### config.mk
export PLATFORM = sky130hd
export DESIGN_NAME = lane_parity_unit
export DESIGN_NICKNAME = d
export VERILOG_FILES = /design/src/rtl/lpu_pkg.sv /design/src/rtl/lpu_ctrl.sv /design/src/rtl/lpu_lane.sv /design/src/rtl/lane_parity_unit.sv
export SDC_FILE = /design/constraint.sdc
export NUM_CORES = 1
export LEC_CHECK = 0
export BUFFER_PORTS_ARGS = -buffer_cell sky130_fd_sc_hd__buf_4
export CAP_MARGIN = 30
export CORE_MARGIN = 5
export CORE_UTILIZATION = 35
export DETAILED_ROUTE_END_ITERATION = 10
export PLACE_DENSITY_LB_ADDON = 0.08
export SYNTH_ARGS = -nofsm -noshare
export SYNTH_HDL_FRONTEND = slang
export SYNTH_SLANG_ARGS = --single-unit
export TNS_END_PERCENT = 1
### constraint.sdc
create_clock -name vclk -period 5.2
set_clock_uncertainty 0.1 [all_clocks]
set_input_delay 0.52 -clock vclk [all_inputs]
set_output_delay 0.52 -clock vclk [all_outputs]
set_load 0.1 [all_outputs]
### src/rtl/lpu_pkg.sv
package lpu_pkg;

  // Decoded access controls shared by the lanes.
  typedef struct packed {
    logic rd;    // a read access is set up
    logic gen;   // parity generation applies to this read
    logic mask;  // shared tree is taken by a generating mailbox read
  } lpu_ctl_t;

  // Fill bit that gives a lane the requested parity, from the XOR of its data bits.
  function automatic logic fill_bit(input logic data_xor, input logic odd);
    return data_xor ^ odd;
  endfunction

  // A lane passes when the XOR of all its bits equals the odd select.
  function automatic logic lane_fails(input logic data_xor, input logic par_bit,
                                      input logic odd);
    return (data_xor ^ par_bit) != odd;
  endfunction

endpackage

### src/rtl/lpu_ctrl.sv
module lpu_ctrl
  import lpu_pkg::*;
#(
  parameter bit MAIL_ONLY = 1'b1
) (
  input  logic     cs_n,
  input  logic     en,
  input  logic     wr,
  input  logic     mbox_sel,
  input  logic     gen_en,
  output lpu_ctl_t ctl
);

  logic rd_op;
  logic gen_op;
  logic mask_op;

  assign rd_op   = ~cs_n & en & ~wr;
  assign mask_op = rd_op & mbox_sel & gen_en;

  generate
    if (MAIL_ONLY) begin : g_mail_gen
      assign gen_op = mask_op;
    end else begin : g_any_gen
      assign gen_op = rd_op & gen_en;
    end
  endgenerate

  assign ctl = '{rd: rd_op, gen: gen_op, mask: mask_op};

  always_comb begin
    if (gen_op) AST_GEN_NEEDS_READ: assert (~cs_n && en && !wr);
    if (mask_op) AST_MASK_IS_GEN: assert (gen_op);
  end

endmodule

### src/rtl/lpu_lane.sv
module lpu_lane
  import lpu_pkg::*;
#(
  parameter int unsigned LANE_W    = 9,
  parameter bit          MAIL_ONLY = 1'b1
) (
  input  logic              odd_sel,
  input  lpu_ctl_t          ctl,
  input  logic [LANE_W-1:0] bus_lane,
  input  logic [LANE_W-1:0] src_lane,
  output logic [LANE_W-1:0] out_lane,
  output logic              fail
);

  localparam int unsigned DW  = LANE_W - 1;
  localparam int unsigned MSB = LANE_W - 1;

  logic [DW-1:0] tree_in;
  logic          tree_x;
  logic          gen_bit;

  // One tree: steered onto the mailbox word while a generating mailbox read is set up.
  assign tree_in = ctl.mask ? src_lane[DW-1:0] : bus_lane[DW-1:0];
  assign tree_x  = ^tree_in;
  assign fail    = ~ctl.mask & lane_fails(tree_x, bus_lane[MSB], odd_sel);

  generate
    if (MAIL_ONLY) begin : g_shared_only
      assign gen_bit = fill_bit(tree_x, odd_sel);
    end else begin : g_with_queue_tree
      logic q_x;
      assign q_x     = ^src_lane[DW-1:0];
      assign gen_bit = ctl.mask ? fill_bit(tree_x, odd_sel) : fill_bit(q_x, odd_sel);
    end
  endgenerate

  assign out_lane = {(ctl.gen ? gen_bit : src_lane[MSB]), src_lane[DW-1:0]};

  always_comb begin
    if (ctl.gen) AST_LANE_GEN_PARITY: assert ((^out_lane) == odd_sel);
    AST_LANE_DATA_KEPT: assert (out_lane[DW-1:0] == src_lane[DW-1:0]);
    if (ctl.mask) AST_LANE_MASK_CLEAR: assert (!fail);
    if (!ctl.gen) AST_LANE_PASSTHRU: assert (out_lane == src_lane);
  end

endmodule

### src/rtl/lane_parity_unit.sv
module lane_parity_unit
  import lpu_pkg::*;
#(
  parameter int unsigned LANES     = 4,
  parameter int unsigned LANE_W    = 9,
  parameter bit          MAIL_ONLY = 1'b1
) (
  input  logic                      odd_sel,
  input  logic                      cs_n,
  input  logic                      en,
  input  logic                      wr,
  input  logic                      mbox_sel,
  input  logic                      gen_en,
  input  logic [LANES*LANE_W-1:0]   bus_in,
  input  logic [LANES*LANE_W-1:0]   fifo_word,
  input  logic [LANES*LANE_W-1:0]   mbox_word,
  output logic [LANES*LANE_W-1:0]   rd_data,
  output logic                      perr_n
);

  localparam int unsigned W = LANES * LANE_W;

  lpu_ctl_t         ctl;
  logic [W-1:0]     src_word;
  logic [LANES-1:0] lane_fail;

  lpu_ctrl #(.MAIL_ONLY(MAIL_ONLY)) u_ctrl (
    .cs_n     (cs_n),
    .en       (en),
    .wr       (wr),
    .mbox_sel (mbox_sel),
    .gen_en   (gen_en),
    .ctl      (ctl)
  );

  assign src_word = mbox_sel ? mbox_word : fifo_word;

  for (genvar k = 0; k < LANES; k++) begin : g_lane
    lpu_lane #(.LANE_W(LANE_W), .MAIL_ONLY(MAIL_ONLY)) u_lane (
      .odd_sel  (odd_sel),
      .ctl      (ctl),
      .bus_lane (bus_in[k*LANE_W +: LANE_W]),
      .src_lane (src_word[k*LANE_W +: LANE_W]),
      .out_lane (rd_data[k*LANE_W +: LANE_W]),
      .fail     (lane_fail[k])
    );
  end

  assign perr_n = ~|lane_fail;

  always_comb begin
    if (!ctl.mask && ((^bus_in[LANE_W-1:0]) != odd_sel))
      AST_BAD_LANE0_FLAGS: assert (!perr_n);
    if (ctl.mask) AST_MASK_FLAG_HIGH: assert (perr_n);
    if (!ctl.rd) AST_IDLE_SOURCE: assert (rd_data == src_word);
  end

endmodule

== Word-level counts from Yosys, hierarchy flattened ==
Cells that the tools add are included.

* Register bits: 0
* Bits in latches: 0
* Bits in writable memories: 0
* ROM bits: 0
* Input port bits: 114
* Memories kept: 0

* $add $sub $neg: 0
* $mul: 0
* Div/mod/pow operators: 0
* $lt $le $gt $ge: 0
* Equality and inequality tests: 4
* Shift operators: 0
* Mux-type cells: 9
* Bitwise gates (word level): 19
* Reduce and logical (&&, ||, !) cells: 6

{| class="wikitable"
|+ Operators by type and width
! operator !! number
|-
| two-way mux 36 bit || 1
|-
| two-way mux 8 bit || 4
|-
| XOR reduction 8 bit || 4
|-
| AND 1 bit || 8
|-
| bitwise XOR 1 bit || 8
|-
| two-way mux 1 bit || 4
|-
| != test 1 bit || 4
|-
| OR reduction 4 bit || 1
|-
| NOT 1 bit || 3
|-
| zero test 1 bit || 1
|}

== Longest topological paths before layout ==
* Depth after elaboration: 12
* Depth in mapped cells: 8

== By module ==
A second synthesis with hierarchy kept.

* Cells, all modules: 214
* Area, all modules: 1973.1 sq um

{| class="wikitable"
|+ By module, submodules not included
! module !! times used !! cells an instance !! area each (sq um) !! seq. area each (sq um)
|-
| lpu_lane || 4 || 42 || 334.1 || 0.0
|-
| lane_parity_unit || 1 || 41 || 595.6 || 0.0
|-
| lpu_ctrl || 1 || 5 || 41.3 || 0.0
|}

== Least setup slack after synthesis ==
Ideal clock, no wire load.

* Path kind: input-to-output
* Start point: input mbox_sel
* End point: output rd_data[8]
* Arrival: 3.819 ns
* Data required time: 4.580 ns
* Slack: 0.761 ns
* Stages on the path: 7
* Path through: buf_6 -> mux2_4 -> xor2_1 -> mux2i_1 -> xnor2_1 -> xnor2_1 -> o21ai_0

* Elaborated cells between the ends (all ways): 7

{| class="wikitable"
|+ RTL lines
! what !! line !! RTL
|-
| start, declared || lane_parity_unit.sv:12 || <nowiki>input logic mbox_sel,</nowiki>
|-
| two-way mux 36 bit || lane_parity_unit.sv:36 || <nowiki>assign src_word = mbox_sel ? mbox_word : fifo_word;</nowiki>
|-
| via rd_data[5] || lane_parity_unit.sv:17 || <nowiki>output logic [LANES*LANE_W-1:0] rd_data,</nowiki>
|-
| two-way mux 8 bit || lpu_lane.sv:23 || <nowiki>assign tree_in = ctl.mask ? src_lane[DW-1:0] : bus_lane[DW-1:0];</nowiki>
|-
| XOR reduction 8 bit || lpu_lane.sv:24 || <nowiki>assign tree_x = ^tree_in;</nowiki>
|-
| bitwise XOR 1 bit || lpu_pkg.sv:12 || <nowiki>return data_xor ^ odd;</nowiki>
|-
| two-way mux 1 bit || lpu_lane.sv:37 || <nowiki>assign out_lane = {(ctl.gen ? gen_bit : src_lane[MSB]), src_lane[DW-1:0]};</nowiki>
|-
| end, declared || lane_parity_unit.sv:17 ||
|}

The timed path passes the listed nets, and every way through them passes these cells.

== Worst setup path in the final report ==
* Start point: input mbox_sel
* End point: output perr_n

* Longest elaborated chain between the ends: 9
* Elaborated cells between the ends (all ways): 26

{| class="wikitable"
|+ Ends and longest elaborated chain
! what !! line !! RTL
|-
| AND 1 bit (2 in series) || lpu_ctrl.sv:19 || <nowiki>assign mask_op = rd_op & mbox_sel & gen_en;</nowiki>
|-
| two-way mux 8 bit || lpu_lane.sv:23 ||
|-
| XOR reduction 8 bit || lpu_lane.sv:24 ||
|-
| bitwise XOR 1 bit || lpu_pkg.sv:18 || <nowiki>return (data_xor ^ par_bit) != odd;</nowiki>
|-
| != test 1 bit || lpu_pkg.sv:18 ||
|-
| AND 1 bit || lpu_lane.sv:25 || <nowiki>assign fail = ~ctl.mask & lane_fails(tree_x, bus_lane[MSB], odd_sel);</nowiki>
|-
| OR reduction 4 bit * || lane_parity_unit.sv:49 || <nowiki>assign perr_n = ~|lane_fail;</nowiki>
|-
| zero test 1 bit * || lane_parity_unit.sv:49 ||
|-
| end, declared || lane_parity_unit.sv:18 || <nowiki>output logic perr_n</nowiki>
|}

Mark *: on every way between the ends. The rest lies on a longest branch, timed or not.

==> reports/metrics.yaml <==
syn_avg_cell_area_um2: 9.05
crit_path_end_kind: "output pin"
setup_ws_ns: 1.82
rows: 21
drt_first_iter_violations: 29
cp.arrival_ns: 2.76
grt_max_degree: 46
antenna_found_initial: 0
cp-start-kind: "input pin"
avgRoutedWirePerCell_um: 13.3
nClkBuffers: 0
mostFrequentLayoutCells: "151 x buf_4, 52 x xnor2_1, 32 x mux2_2"
power_switching_mw: 0.282
pwr_density_cell_nw_per_um2: 192
grt_pass1_wl_um: 6760
vias: 1498
regArea_um2: 0
cts_resized: 0
antenna_cells: 0
cp.required_ns: 4.58
drtAntennaViolNets: 0
drtPass1Iterations: 4
status: "completed"
portBuffers: 151
relSlewSlack_pct: 62.7
post-route-util_pct: 70.7
wl_um: 4390
dieArea_um2: 4890
track_usage_pct: 15.9
final_common_cell: "buf_4"
fp.dieH_um: 69.9
fin_crit_sh_pct: 65.1
seq_power_share_pct: 0
post-place-ws_ns: 1.81
drc: 0
period_needed_ns: 3.38
gp_congestion: 0.792
io_pins: 151
pwr-share-comb_pct: 100.0
viasPerCell: 4.55
postPlaceCellArea_um2: 2410
start_util_pct: 36.8
hold_class: "input pin to output pin"
post-cts-setup-buffers: 0
grt_pass1_vias: 1523
p_int_mw: 0.182
drv_cap: 0
timing_hold_violations_final: 0
synth.yosys.seq_area_share_pct: 0
place.detailed.hpwl_um: 3920
drv_slew: 0
p_sw_share_pct: 60.7
cp_max_fo: 45
die_x_um: 69.9
peakVddDrop_mv: 0.113
core_area_um2: 3420
finalSetupTns_ns: 0
clock_power_share_pct: 0
syn-num-nets: 253
fmax_mhz: 296
setup_violations: 0
finish.instance_area_um2: 2410
worstMarginPinSlew_ns: 0.560
syn_area_um2: 1260
ys_types: 20
fillers: 290
seq_cells: 0
overflow: 0
nNetsFinal: 399
cts_hold_buf: 0
drive_above_1_share_pct: 65.7
p_leak_nw: 1.18
ys_warn_count: 0
crit_type: "input pin to output pin"
crit_start: "mbox_sel"
syn_inst: 139
cp-endpoint: "perr_n"
area_growth_pct: 91.9
rsz0062_at_grt: "no"
==> routing by layer <==
layer	up-vias	part of all wire, %	track usage, %
li1	763	-	-
met2	87	52	31.7
met4	0	0	0
met3	0	11	4.59
met5	-	0	0
met1	648	36	17.4
==> final cells by class <==
type / count / area, um^2 / area share [%]
repair buffers: 151 / 1130 / 47.0
multi-input cells: 132 / 1220 / 50.6
well taps: 46 / 57.6 / 2.38
==> cells by family (layout without fill, tap and decap cells) <==
| kind of cell | count (synthesis) | count (layout) | share of synthesized area [%] |
|---|---|---|---|
| AOI/OAI and AO/OA | 7 | 7 | 3.68 |
| xor gates and xnor gates | 68 | 68 | 49.6 |
| and+or+nand+nor | 13 | 13 | 4.98 |
| muxes | 44 | 44 | 39.0 |
| buffers and inverters | 7 | 151 | 2.78 |
==> metrics by stage <==
| step | hold slack, ns | std cells | power, mW |
|---|---|---|---|
| 5_1_grt | 1.43 | 329 | 0.490 |
| 4_1_cts | 1.42 | 329 | 0.468 |
| 6_report | 1.42 | 329 | 0.464 |
| 3_5_place_dp | 1.42 | 329 | 0.467 |
| 3_3_place_gp | 1.42 | 329 | 0.464 |
| 2_1_floorplan | 1.27 | 139 | 0.340 |
==> synthesized netlist by cell type (2+ instances only) <==
cell / n / share of area [%]
clkbuf_1: 4 / 1.2
o21ai_0: 2 / 0.80
xnor2_1: 52 / 36
xnor3_1: 2 / 3.6
mux2_2: 32 / 29
mux2i_1: 10 / 8.0
a21oi_1: 3 / 1.2
nand2_1: 5 / 1.5
mux2_4: 2 / 2.4
xor2_1: 14 / 9.8
nor2_1: 4 / 1.2
==> critical path, cell delays in order <==
cell and delay, ns:
buf_4 0.45, nand2_1 0.48, mux2i_1 0.30, xnor2_1 0.15
xnor2_1 0.19, xnor2_1 0.12, o31ai_2 0.22, buf_4 0.32
==> power groups by stage <==
stage / sequential, mW / combinational (mW) / clock (mW)
global route: 0 / 0.490 / 0
finish: 0 / 0.464 / 0
CTS: 0 / 0.468 / 0
detailed placement: 0 / 0.467 / 0
global placement: 0 / 0.464 / 0
floorplan: 0 / 0.340 / 0
==> worst min path at each step <==
stage / startpoint / to / cells past startpoint / slack, ns
finish: fifo_word[12] / rd_data[12] / 3 / 1.42
global route: fifo_word[1] / rd_data[1] / 3 / 1.43
CTS: fifo_word[1] / rd_data[1] / 3 / 1.42
detailed placement: fifo_word[12] / rd_data[12] / 3 / 1.42
global placement: fifo_word[25] / rd_data[25] / 3 / 1.42
floorplan: mbox_word[4] / rd_data[4] / 1 / 1.27
(Power assumes the default switching activity.)
